<file path="config.mk">
export PLATFORM = sky130hd
export DESIGN_NAME = sig_window_analyzer
export DESIGN_NICKNAME = d
export VERILOG_FILES = /design/src/rtl/sig_pkg.sv /design/src/rtl/sig_sync.sv /design/src/rtl/sig_edge_strobe.sv /design/src/rtl/sig_window_core.sv /design/src/rtl/sig_symbol_enc.sv /design/src/rtl/sig_window_analyzer.sv
export SDC_FILE = /design/constraint.sdc
export NUM_CORES = 1
export LEC_CHECK = 0
export BUFFER_PORTS_ARGS = -buffer_cell sky130_fd_sc_hd__buf_4
export CORE_ASPECT_RATIO = 0.7
export CORE_UTILIZATION = 47
export DETAILED_ROUTE_END_ITERATION = 6
export PLACE_DENSITY_LB_ADDON = 0.2
export REMOVE_ABC_BUFFERS = 1
export SYNTH_ARGS = -nofsm -noshare
export SYNTH_HDL_FRONTEND = slang
export SYNTH_SLANG_ARGS = --single-unit
</file>
<file path="constraint.sdc">
create_clock -name clk -period 1.4 [get_ports clk]
set_input_delay 0.42 -clock clk [delete_from_list [all_inputs] [get_ports clk]]
set_output_delay 0.42 -clock clk [all_outputs]
set_load 0.03 [all_outputs]
</file>
<file path="src/rtl/sig_pkg.sv">
package sig_pkg;
    localparam int SIG_W = 16;
    localparam int NIB_N = SIG_W / 4;
    localparam int CHR_W = 8 * NIB_N;

    typedef struct packed {
        logic start;
        logic stop;
        logic data;
    } probe_smp_t;

    // Display symbol for an already bit-reversed nibble index.
    function automatic logic [7:0] sym_of(input logic [3:0] idx);
        logic [7:0] c;
        case (idx)
            4'd10:   c = 8'h41; // A
            4'd11:   c = 8'h43; // C
            4'd12:   c = 8'h46; // F
            4'd13:   c = 8'h48; // H
            4'd14:   c = 8'h50; // P
            4'd15:   c = 8'h55; // U
            default: c = 8'h30 + {4'd0, idx};
        endcase
        return c;
    endfunction
endpackage

</file>
<file path="src/rtl/sig_sync.sv">
module sig_sync #(
    parameter int WIDTH  = 4,
    parameter int STAGES = 2
) (
    input  logic             clk,
    input  logic [WIDTH-1:0] din,
    output logic [WIDTH-1:0] dout
);
    logic [STAGES-1:0][WIDTH-1:0] stg_q;

    always_ff @(posedge clk) begin
        stg_q <= {stg_q[STAGES-2:0], din};
    end

    assign dout = stg_q[STAGES-1];
endmodule

</file>
<file path="src/rtl/sig_edge_strobe.sv">
module sig_edge_strobe #(
    parameter bit ACT_FALL = 1'b1
) (
    input  logic clk,
    input  logic rst,
    input  logic lvl,
    output logic strobe
);
    localparam logic ACT_LVL = ~ACT_FALL;

    typedef struct packed {
        logic armed;
        logic prev;
    } edge_st_t;

    edge_st_t st_d, st_q;

    always_comb begin
        st_d       = st_q;
        st_d.armed = 1'b1;
        st_d.prev  = lvl;
    end

    always_ff @(posedge clk) begin
        if (rst) st_q <= '0;
        else     st_q <= st_d;
    end

    assign strobe = st_q.armed && (lvl != st_q.prev) && (lvl == ACT_LVL);
endmodule

</file>
<file path="src/rtl/sig_window_core.sv">
module sig_window_core
    import sig_pkg::*;
#(
    parameter bit             START_RISE = 1'b1,
    parameter bit             STOP_RISE  = 1'b1,
    parameter logic [SIG_W-1:0] TAP_MASK = 16'h0291
) (
    input  logic             clk,
    input  logic             rst,
    input  logic             strobe,
    input  probe_smp_t       smp,
    output logic             valid,
    output logic [SIG_W-1:0] sig,
    output logic             win_open,
    output logic [SIG_W-1:0] lfsr
);
    localparam logic START_ACT = START_RISE;
    localparam logic STOP_ACT  = STOP_RISE;

    typedef struct packed {
        logic             win_open;
        logic             prev_start;
        logic             prev_stop;
        logic [SIG_W-1:0] lfsr;
        logic             valid;
        logic [SIG_W-1:0] sig;
    } core_st_t;

    core_st_t st_d, st_q;

    always_comb begin
        st_d       = st_q;
        st_d.valid = 1'b0;
        if (strobe) begin
            if (!st_q.win_open && (smp.start != st_q.prev_start)) begin
                st_d.win_open = (smp.start == START_ACT);
            end else if (st_q.win_open && (smp.stop != st_q.prev_stop)
                         && (smp.stop == STOP_ACT)) begin
                st_d.win_open = 1'b0;
                st_d.valid    = 1'b1;
                st_d.sig      = st_q.lfsr;
                st_d.lfsr     = '0;
            end
            if (st_d.win_open) begin
                st_d.lfsr = {(^(st_q.lfsr & TAP_MASK)) ^ smp.data,
                             st_q.lfsr[SIG_W-1:1]};
            end
            st_d.prev_start = smp.start;
            st_d.prev_stop  = smp.stop;
        end
    end

    always_ff @(posedge clk) begin
        if (rst) begin
            st_q            <= '0;
            st_q.prev_start <= ~START_ACT;
            st_q.prev_stop  <= ~STOP_ACT;
        end else begin
            st_q <= st_d;
        end
    end

    assign valid    = st_q.valid;
    assign sig      = st_q.sig;
    assign win_open = st_q.win_open;
    assign lfsr     = st_q.lfsr;
endmodule

</file>
<file path="src/rtl/sig_symbol_enc.sv">
module sig_symbol_enc
    import sig_pkg::*;
(
    input  logic [SIG_W-1:0] value,
    output logic [CHR_W-1:0] chars
);
    for (genvar g = 0; g < NIB_N; g++) begin : g_nib
        logic [3:0] rev_w;
        assign rev_w = {value[4*g], value[4*g+1], value[4*g+2], value[4*g+3]};
        assign chars[8*g +: 8] = sym_of(rev_w);
    end
endmodule

</file>
<file path="src/rtl/sig_window_analyzer.sv">
module sig_window_analyzer
    import sig_pkg::*;
#(
    parameter bit               START_RISE  = 1'b1,
    parameter bit               STOP_RISE   = 1'b1,
    parameter bit               CLK_FALL    = 1'b1,
    parameter int               SYNC_STAGES = 2,
    parameter logic [SIG_W-1:0] TAP_MASK    = 16'h0291
) (
    input  logic             clk,
    input  logic             rst,
    input  logic             probe_start,
    input  logic             probe_stop,
    input  logic             probe_clk,
    input  logic             probe_data,
    output logic             sig_valid,
    output logic [SIG_W-1:0] sig_value,
    output logic [CHR_W-1:0] sig_chars
);
    logic [3:0]       sync_w;
    logic             strobe_w;
    probe_smp_t       smp_w;
    logic             win_open_w;
    logic [SIG_W-1:0] lfsr_w;

    sig_sync #(.WIDTH(4), .STAGES(SYNC_STAGES)) u_sync (
        .clk  (clk),
        .din  ({probe_clk, probe_start, probe_stop, probe_data}),
        .dout (sync_w)
    );

    assign smp_w = '{start: sync_w[2], stop: sync_w[1], data: sync_w[0]};

    sig_edge_strobe #(.ACT_FALL(CLK_FALL)) u_edge (
        .clk    (clk),
        .rst    (rst),
        .lvl    (sync_w[3]),
        .strobe (strobe_w)
    );

    sig_window_core #(
        .START_RISE (START_RISE),
        .STOP_RISE  (STOP_RISE),
        .TAP_MASK   (TAP_MASK)
    ) u_core (
        .clk      (clk),
        .rst      (rst),
        .strobe   (strobe_w),
        .smp      (smp_w),
        .valid    (sig_valid),
        .sig      (sig_value),
        .win_open (win_open_w),
        .lfsr     (lfsr_w)
    );

    sig_symbol_enc u_enc (
        .value (sig_value),
        .chars (sig_chars)
    );
endmodule

</file>
After elaboration in Yosys (flattened, before gate mapping) --
Index checks and enable logic that the tools add are counted.
Storage, ports and cells: register bits after elaboration 46, latch bits 0, RAM bits 0, bits in read-only memories 0, input port bits 6, output and inout bits 49, logic and storage cells 68, memories 0
Cells by class: $add $sub $neg 4, $mul 0, divide/modulo/power cells 0, magnitude comparators 0, equal/unequal tests 28, shift operators 0, muxes and demuxes 11, bitwise logic cells 4, reductions and logical operators 11
Operators with widths (number):
- one-hot mux 8 bit (6 select lines) | 4
- equality test 4 bit, second input constant | 24
- 2-to-1 mux 33 bit | 2
- adder 6 x 4 -> 7 bit, first input constant | 4
- 2-to-1 mux 16 bit | 1
- parity 16 bit | 1
- AND reduction 3 bit | 2
- logical AND 1 bit | 5
- 2-to-1 mux 1 bit | 3
- inequality test 1 bit | 3
- inverter 1 bit | 3
- OR reduction 3 bit | 1
- 2-to-1 mux 2 bit | 1
- inequality test 2 bit, second input constant | 1
- nonzero test 2 bit | 1
- zero test 1 bit | 1
- bitwise XOR 1 bit | 1

Depth between registers and ports, before layout --
Gate-level depths: netlist of the first run.
depth in word-level cells 8, gate-level depth with buffers 6, gate-level depth less buffers 4

Hierarchy --
Synthesis of the first run repeated with hierarchy kept, for this count alone.
Unflattened totals: cells, all modules 272, area, all modules 2258.4 um^2
By module, submodules not included:
- sig_window_core | instances 1, cells each 176, area an instance 1567.8 um^2, seq. area each 720.7 um^2
- sig_symbol_enc | instances 1, cells each 79, area an instance 441.7 um^2, seq. area each 0.0 um^2
- sig_sync | instances 1, cells each 12, area an instance 190.2 um^2, seq. area each 160.2 um^2
- sig_edge_strobe | instances 1, cells each 5, area an instance 58.8 um^2, seq. area each 40.0 um^2

Worst setup path before layout of the first run --
No wires, ideal clock.
path kind register -> output, start register u_core.st_q, in the netlist u_core.sig[10], end output port sig_chars[18], data arrival time 1353 ps, data required time 980 ps, setup slack -373 ps, stages on the path, launching flop included 4, path buffers 1, path through dfxtp_1 > clkbuf_1 > xor2_1 > a21boi_0
On the way: cells in the longest elaborated chain, start to end 2, elaborated cells on any way between the ends 8, those cells by class 1 x add/sub; 6 x eq/ne; 1 x mux
RTL lines:
- from (decl) | RTL line sig_window_core.sv:29 | core_st_t st_d, st_q;
- from (signal assigned) | RTL line sig_window_core.sv:59 | st_q <= st_d;
- adder 6 x 4 -> 7 bit / equality test 4 bit (equally long branches) | RTL line sig_pkg.sv:22, sig_pkg.sv:15
- one-hot mux 8 bit (6 select lines) * | RTL line sig_pkg.sv:15 | case (idx)
- to (decl) | RTL line sig_window_analyzer.sv:18 | output logic [CHR_W-1:0] sig_chars
Every way passes the cells marked *; elsewhere a longest branch is shown, timed or not.

Worst setup path after layout of the first run --
start register u_core.st_q, in the netlist u_core.sig[5], end output port sig_chars[9]
On the way: cells in the longest elaborated chain, start to end 2, elaborated cells on any way between the ends 7, those cells by class 6 x eq/ne; 1 x mux
RTL lines (RTL line):
- equality test 4 bit | sig_pkg.sv:15
- one-hot mux 8 bit (6 select lines) * | sig_pkg.sv:15
Marked as above.

==> results of run 1 <==
[registers in the layout, indices dropped and copies added, names as in the netlist]
| register | count |
|---|---|
| u_core.sig | 16 |
| u_core.lfsr | 16 |
| u_core.st_q | 2 |
| u_edge.st_q | 2 |
| u_sync.stg_q | 4 |
| u_core.win_open | 1 |
| u_core.valid | 1 |
| u_sync.dout | 4 |
[power by group through the flow]
stage	Sequential (mW)	Combinational [mW]	Clock, mW
2_1_floorplan	1.36	0.0355	0
3_3_place_gp	1.36	0.0674	0
3_5_place_dp	1.36	0.0680	0
4_1_cts	1.31	0.0680	0.855
5_1_grt	1.31	0.0738	0.912
6_report	1.31	0.0678	0.838
[critical path, cell delays in order (launching register included)]
cell and delay (ns):
dfxtp_2 0.36, nand2b_4 0.12, a21oi_2 0.05, a31o_2 0.22
buf_6 0.13
[how the worst max path moves through the flow]
stage,endpoint,slack [ns],cells past startpoint
after floorplan,sig_chars[18],-0.47,2
after global placement,sig_chars[8],0.04,5
after detailed placement,sig_chars[9],0.01,4
after CTS,sig_chars[9],-0.19,4
after global routing,sig_chars[10],-0.25,3
final,sig_chars[9],-0.20,4
[routing by layer]
| layer | share of wire (%) | track usage, % |
|---|---|---|
| met1 | 48 | 23.7 |
| met2 | 47 | 31.7 |
| met4 | 1.3 | 8.62 |
| met3 | 3.9 | 5.15 |
| met5 | 0 | 0 |
[cell type report]
type / count / area share [%]
Sequential cell: 46 / 32.7
Clock inverter: 1 / 0.168
Tap cell: 55 / 2.31
Multi-Input combinational cell: 173 / 37.0
Clock buffer: 7 / 2.89
Timing Repair Buffer: 73 / 23.4
Inverter: 10 / 1.43
[per-stage QoR]
| stage | total power, mW | TNS (ns) | util (%) |
|---|---|---|---|
| 2_1_floorplan | 1.40 | -9.38 | - |
| 3_3_place_gp | 1.43 | 0 | 56.9 |
| 3_5_place_dp | 1.43 | 0 | 56.9 |
| 4_1_cts | 2.23 | -3.52 | 64.6 |
| 5_1_grt | 2.29 | -5.28 | 67.3 |
| 6_report | 2.21 | -3.79 | 67.3 |
[placed cells by master, fill, tap and decap left out, types with 6 or more instances in the layout]
master,count
clkbuf_8,6
nor2_1,20
a21oi_2,8
mux2i_1,17
nand2_1,43
dfxtp_1,30
dfxtp_4,14
buf_4,35
buf_6,37
a21oi_1,18
and2_1,14
xor2_1,8
[kinds of logic after synthesis]
family                 Yosys count
AO/OA/AOI/OAI                   46
XOR/XNOR                        11
buffers and inverters           48
flip-flops                      46
multiplexers                    17
other                            1
AND/OR/NAND/NOR                 95
[what timing repair did]
action | 4_1_cts | 5_1_grt
setup endpoints to repair | 41 | 36
setup buffers | 7 | 3
resized for setup | 85 | 28
pin swaps | 23 | 7
==> impl_metrics.ini, run 1 <==
[synthesis]
synthAdderAreaFrac_pct = 0
synth_xor_area_share_pct = 4.98
ys_seq_elements = 46
synthArstFlopShare_pct = 0
synth-warning-count = 0
synth_cell_types = 31
synthesis.instances = 264
syn_area_per_cell_sq_um = 8.37
syn_area_sq_um = 2210
synth_most_common_cell = nand2_1
synthMuxAreaShare_pct = 7.70
synth_top_area_cell = dfxtp_1
synth_edf_count = 0
synth_top_flop_cell = dfxtp_1
yosys-top-cells-area = dfxtp_1 (42%), nand2_1 (8.0%), mux2i_1 (7.7%)
synth_top_area_share_pct = 41.7
synth_commonest_cells = nand2_1 (47), dfxtp_1 (46), a21oi_1 (25)
synthSimpleGateAreaFrac_pct = 20.6
synth_top_family_by_area = simple AND/OR/NAND/NOR gates
ys_seq_area_share_pct = 41.7
synth_compound_area_share_pct = 11.8

[layout]
drive_gt1_share_pct = 41.6
stdcell_count = 365
final_nets = 315
syn_to_final_growth_pct = 35.0
stdcell_area_sq_um = 2980
antenna_cells = 0
multi_input_area_sq_um = 1100
regArea_sq_um = 976
nFillCells = 380

[clock_tree]
clock_latency_ns = 0.30
root_buffer = clkbuf_8
clk_path_buf_depth = 2
numClockSinks = 46
cts_buffers = 5
htree_levels = 2
cts_hold_buffers = 0
cts_tree = yes
path_clk_slew_ns = 0.08

[worst_setup_path]
setup.worst_path.class = reg2out
crit_path_start = u_core.sig[5]
r2r_slack_ns = 0.14
start_kind = register
r2r_cells = 5
cp.arrival_ns = 1.18
end_kind = primary output
rr_startpoint = u_sync.dout[3]
cp.required_ns = 0.98
r2r-end = u_core.lfsr[12]
critPathMaxFanout = 4

[power]
clkPwrFrac_pct = 37.9
power_density_nw_per_um2 = 741
p_comb_share_pct = 3.1
p_leak_nw = 1.25
pwr-share-seq_pct = 59.1
switching_share_pct = 22.2
intPower_mw = 1.72
switching_power_uw = 492
vdd_drop_max_mv = 0.651

[status]
violations = design-rule violations, negative setup slack
outcome = finished with violations

[sta]
fin_hold_ws_ns = 0.214
clock_skew_ns = 0.00286
fin_ws_ns = -0.201
timing.fmax_ghz = 0.625
hold_viol = 0
maxSlewViolCount = 0
fin_crit_ns = 1.60
setup_viol = 28
fin_crit_sh_pct = 114
rsz0062_at_grt = yes

[floorplanning]
dieHeight_um = 59.4
rows = 20
die_w_um = 84.0
core_sq_um = 4430
start_util_pct = 49.9
dieArea_sq_um = 4980
io_pins = 55

[placement]
dp_hpwl_mm = 2.64
dpl-instance-area_sq_um = 2520
io_buffers = 50
place_ws_ns = 0.00955
place.gp.congestion = 0.726
dpl.cell_count = 347

[hold_path]
whs_endpoint = u_sync.stg_q[1]
hold_class = in2reg
hp-start = probe_stop
hold_path_depth = 1

[route]
initialDrtViolationCount = 89
finalWirelength_mm = 4.55
first_pass_iters = 7
final_antenna_net_count = 0
viasPerCell = 4.92
avgRoutedWirePerCell_um = 12.5
via_count = 1794
route.detailed.drc = 12

[global_routing]
track_usage_pct = 19.1
grt_first_pass_wirelength_mm = 7.43
grt_max_degree = 39
grt_overflow = 0
grt_pass1_vias = 1670
antenna_found_initial = 0

[job]
maxCapViolCount = 0
Power figures use the tool's default switching activity.
==> run 2: changes to the inputs <==
--- a/config.mk
+++ b/config.mk
@@ -6,10 +6,9 @@
 export NUM_CORES = 1
 export LEC_CHECK = 0
 export BUFFER_PORTS_ARGS = -buffer_cell sky130_fd_sc_hd__buf_4
-export CORE_ASPECT_RATIO = 0.7
 export CORE_UTILIZATION = 47
 export DETAILED_ROUTE_END_ITERATION = 6
-export PLACE_DENSITY_LB_ADDON = 0.2
+export PLACE_DENSITY_LB_ADDON = 0.1
 export REMOVE_ABC_BUFFERS = 1
 export SYNTH_ARGS = -nofsm -noshare
 export SYNTH_HDL_FRONTEND = slang
==> impl_metrics.ini, run 2 (synthesis results as in run 1) <==
[floorplanning]
core_sq_um = 4440
rows = 24
dieHeight_um = 70.6
start_util_pct = 49.7
dieArea_sq_um = 4980
die_w_um = 70.6
io_pins = 55

[power]
p_comb_share_pct = 2.9
power.total_mw = 2.29
switching_share_pct = 20.6
clkPwrFrac_pct = 40.1
switching_power_uw = 471
p_leak_nw = 1.23
pwr-share-seq_pct = 57.0
vdd_drop_max_mv = 0.916
intPower_mw = 1.82
power_density_nw_per_um2 = 778

[route]
final_antenna_net_count = 0
initialDrtViolationCount = 108
m1WireLength_mm = 1.90
finalWirelength_mm = 4.11
viasPerCell = 4.89
via_count = 1747
wl_met2_mm = 2.01
route.detailed.drc = 6
top_layer = met4
avgRoutedWirePerCell_um = 11.5
wl_met3_um = 143
first_pass_iters = 6

[sta]
timing.fmax_ghz = 0.633
maxSlewViolCount = 0
setup_viol = 28
hold_viol = 0
fin_ws_ns = -0.180
fin_crit_sh_pct = 113
fin_hold_ws_ns = 0.221
clock_skew_ns = 0.00355
fin_crit_ns = 1.58
rsz0062_at_grt = yes

[global_routing]
grt_pass1_vias = 1595
track_usage_pct = 17.3
grt_overflow = 0
antenna_found_initial = 0
grt_max_degree = 39
grt_first_pass_wirelength_mm = 6.95

[layout]
final_common_cell = nand2_1
syn_to_final_growth_pct = 33.0
mostFrequentLayoutCells = nand2_1 (44), buf_6 (34), buf_4 (33)
stdcell_area_sq_um = 2940
final_nets = 310
drive_gt1_share_pct = 40.7
stdcell_count = 357
antenna_cells = 0

[placement]
io_buffers = 50
dpl-instance-area_sq_um = 2500
dpl.cell_count = 342
dp_hpwl_mm = 2.60
place.gp.congestion = 0.736

[worst_setup_path]
cp.required_ns = 0.98
start_kind = register
rr_startpoint = u_sync.dout[3]
setup.worst_path.class = reg2out
end_kind = primary output
cp.arrival_ns = 1.16
crit_path_start = u_core.sig[5]
critPathMaxFanout = 3

[clock_tree]
numClockSinks = 46
cts_tree = yes
path_clk_slew_ns = 0.08
clk_path_buf_depth = 2
root_buffer = clkbuf_8
clock_latency_ns = 0.30
cts_buffers = 5
htree_levels = 2

[status]
violations = design-rule violations, negative setup slack
outcome = finished with violations

[hold_path]
hold_class = in2reg
hp-start = probe_clk

[job]
maxCapViolCount = 0
-- run 2: worst max-delay path, stage by stage (launching register included) --
cell and delay [ns]:
dfxtp_2 0.33, nor2b_2 0.16, a31o_2 0.24, buf_6 0.13
-- run 2: cell type report --
cell class | instances | area, sq um
Clock buffer | 8 | 110
Fill cell | 377 | 1510
Inverter | 10 | 45.0
Multi-Input combinational cell | 173 | 1090
Sequential cell | 46 | 978
Tap cell | 52 | 65.1
Timing Repair Buffer | 68 | 651
-- run 2: final timing paths --
kind	to	slack, ns	depth (start not counted)
max	sig_chars[9]	-0.18	3
min	u_sync.stg_q[3]	0.22	1
max reg2reg	u_core.lfsr[14]	0.14	5
min reg2reg	u_sync.dout[1]	0.33	0
-- run 2: power groups by stage --
| stage | Clock [mW] | Sequential [mW] | Combinational (mW) |
|---|---|---|---|
| 2_1_floorplan | 0 | 1.36 | 0.0355 |
| 5_1_grt | 0.995 | 1.31 | 0.0723 |
| 6_report | 0.916 | 1.30 | 0.0669 |
| 3_3_place_gp | 0 | 1.36 | 0.0669 |
| 3_5_place_dp | 0 | 1.37 | 0.0672 |
| 4_1_cts | 0.946 | 1.31 | 0.0675 |
-- run 2: metal layers --
metal  track usage [%]  up-vias
met1              21.9      802
li1                  -      900
met2              29.3       39
met4              6.67        0
met3              3.42        6
met5                 0        -
-- run 2: metrics by stage --
| step | setup WS (ns) | utilization, % | setup TNS (ns) |
|---|---|---|---|
| 2_1_floorplan | -0.474 | - | -9.38 |
| 3_3_place_gp | -0.00645 | 56.3 | -0.00645 |
| 3_5_place_dp | 0.00791 | 56.3 | 0 |
| 4_1_cts | -0.191 | 63.6 | -3.64 |
| 5_1_grt | -0.230 | 66.1 | -4.83 |
| 6_report | -0.180 | 66.1 | -3.33 |
-- run 2: timing repair --
item | CTS | global route
setup endpoints to repair | 38 | 33
setup buffers | 5 | 2
pin swaps | 21 | 10
gates resized for setup | 79 | 32
cloned | 0 | 0
hold buffers | 0 | 0
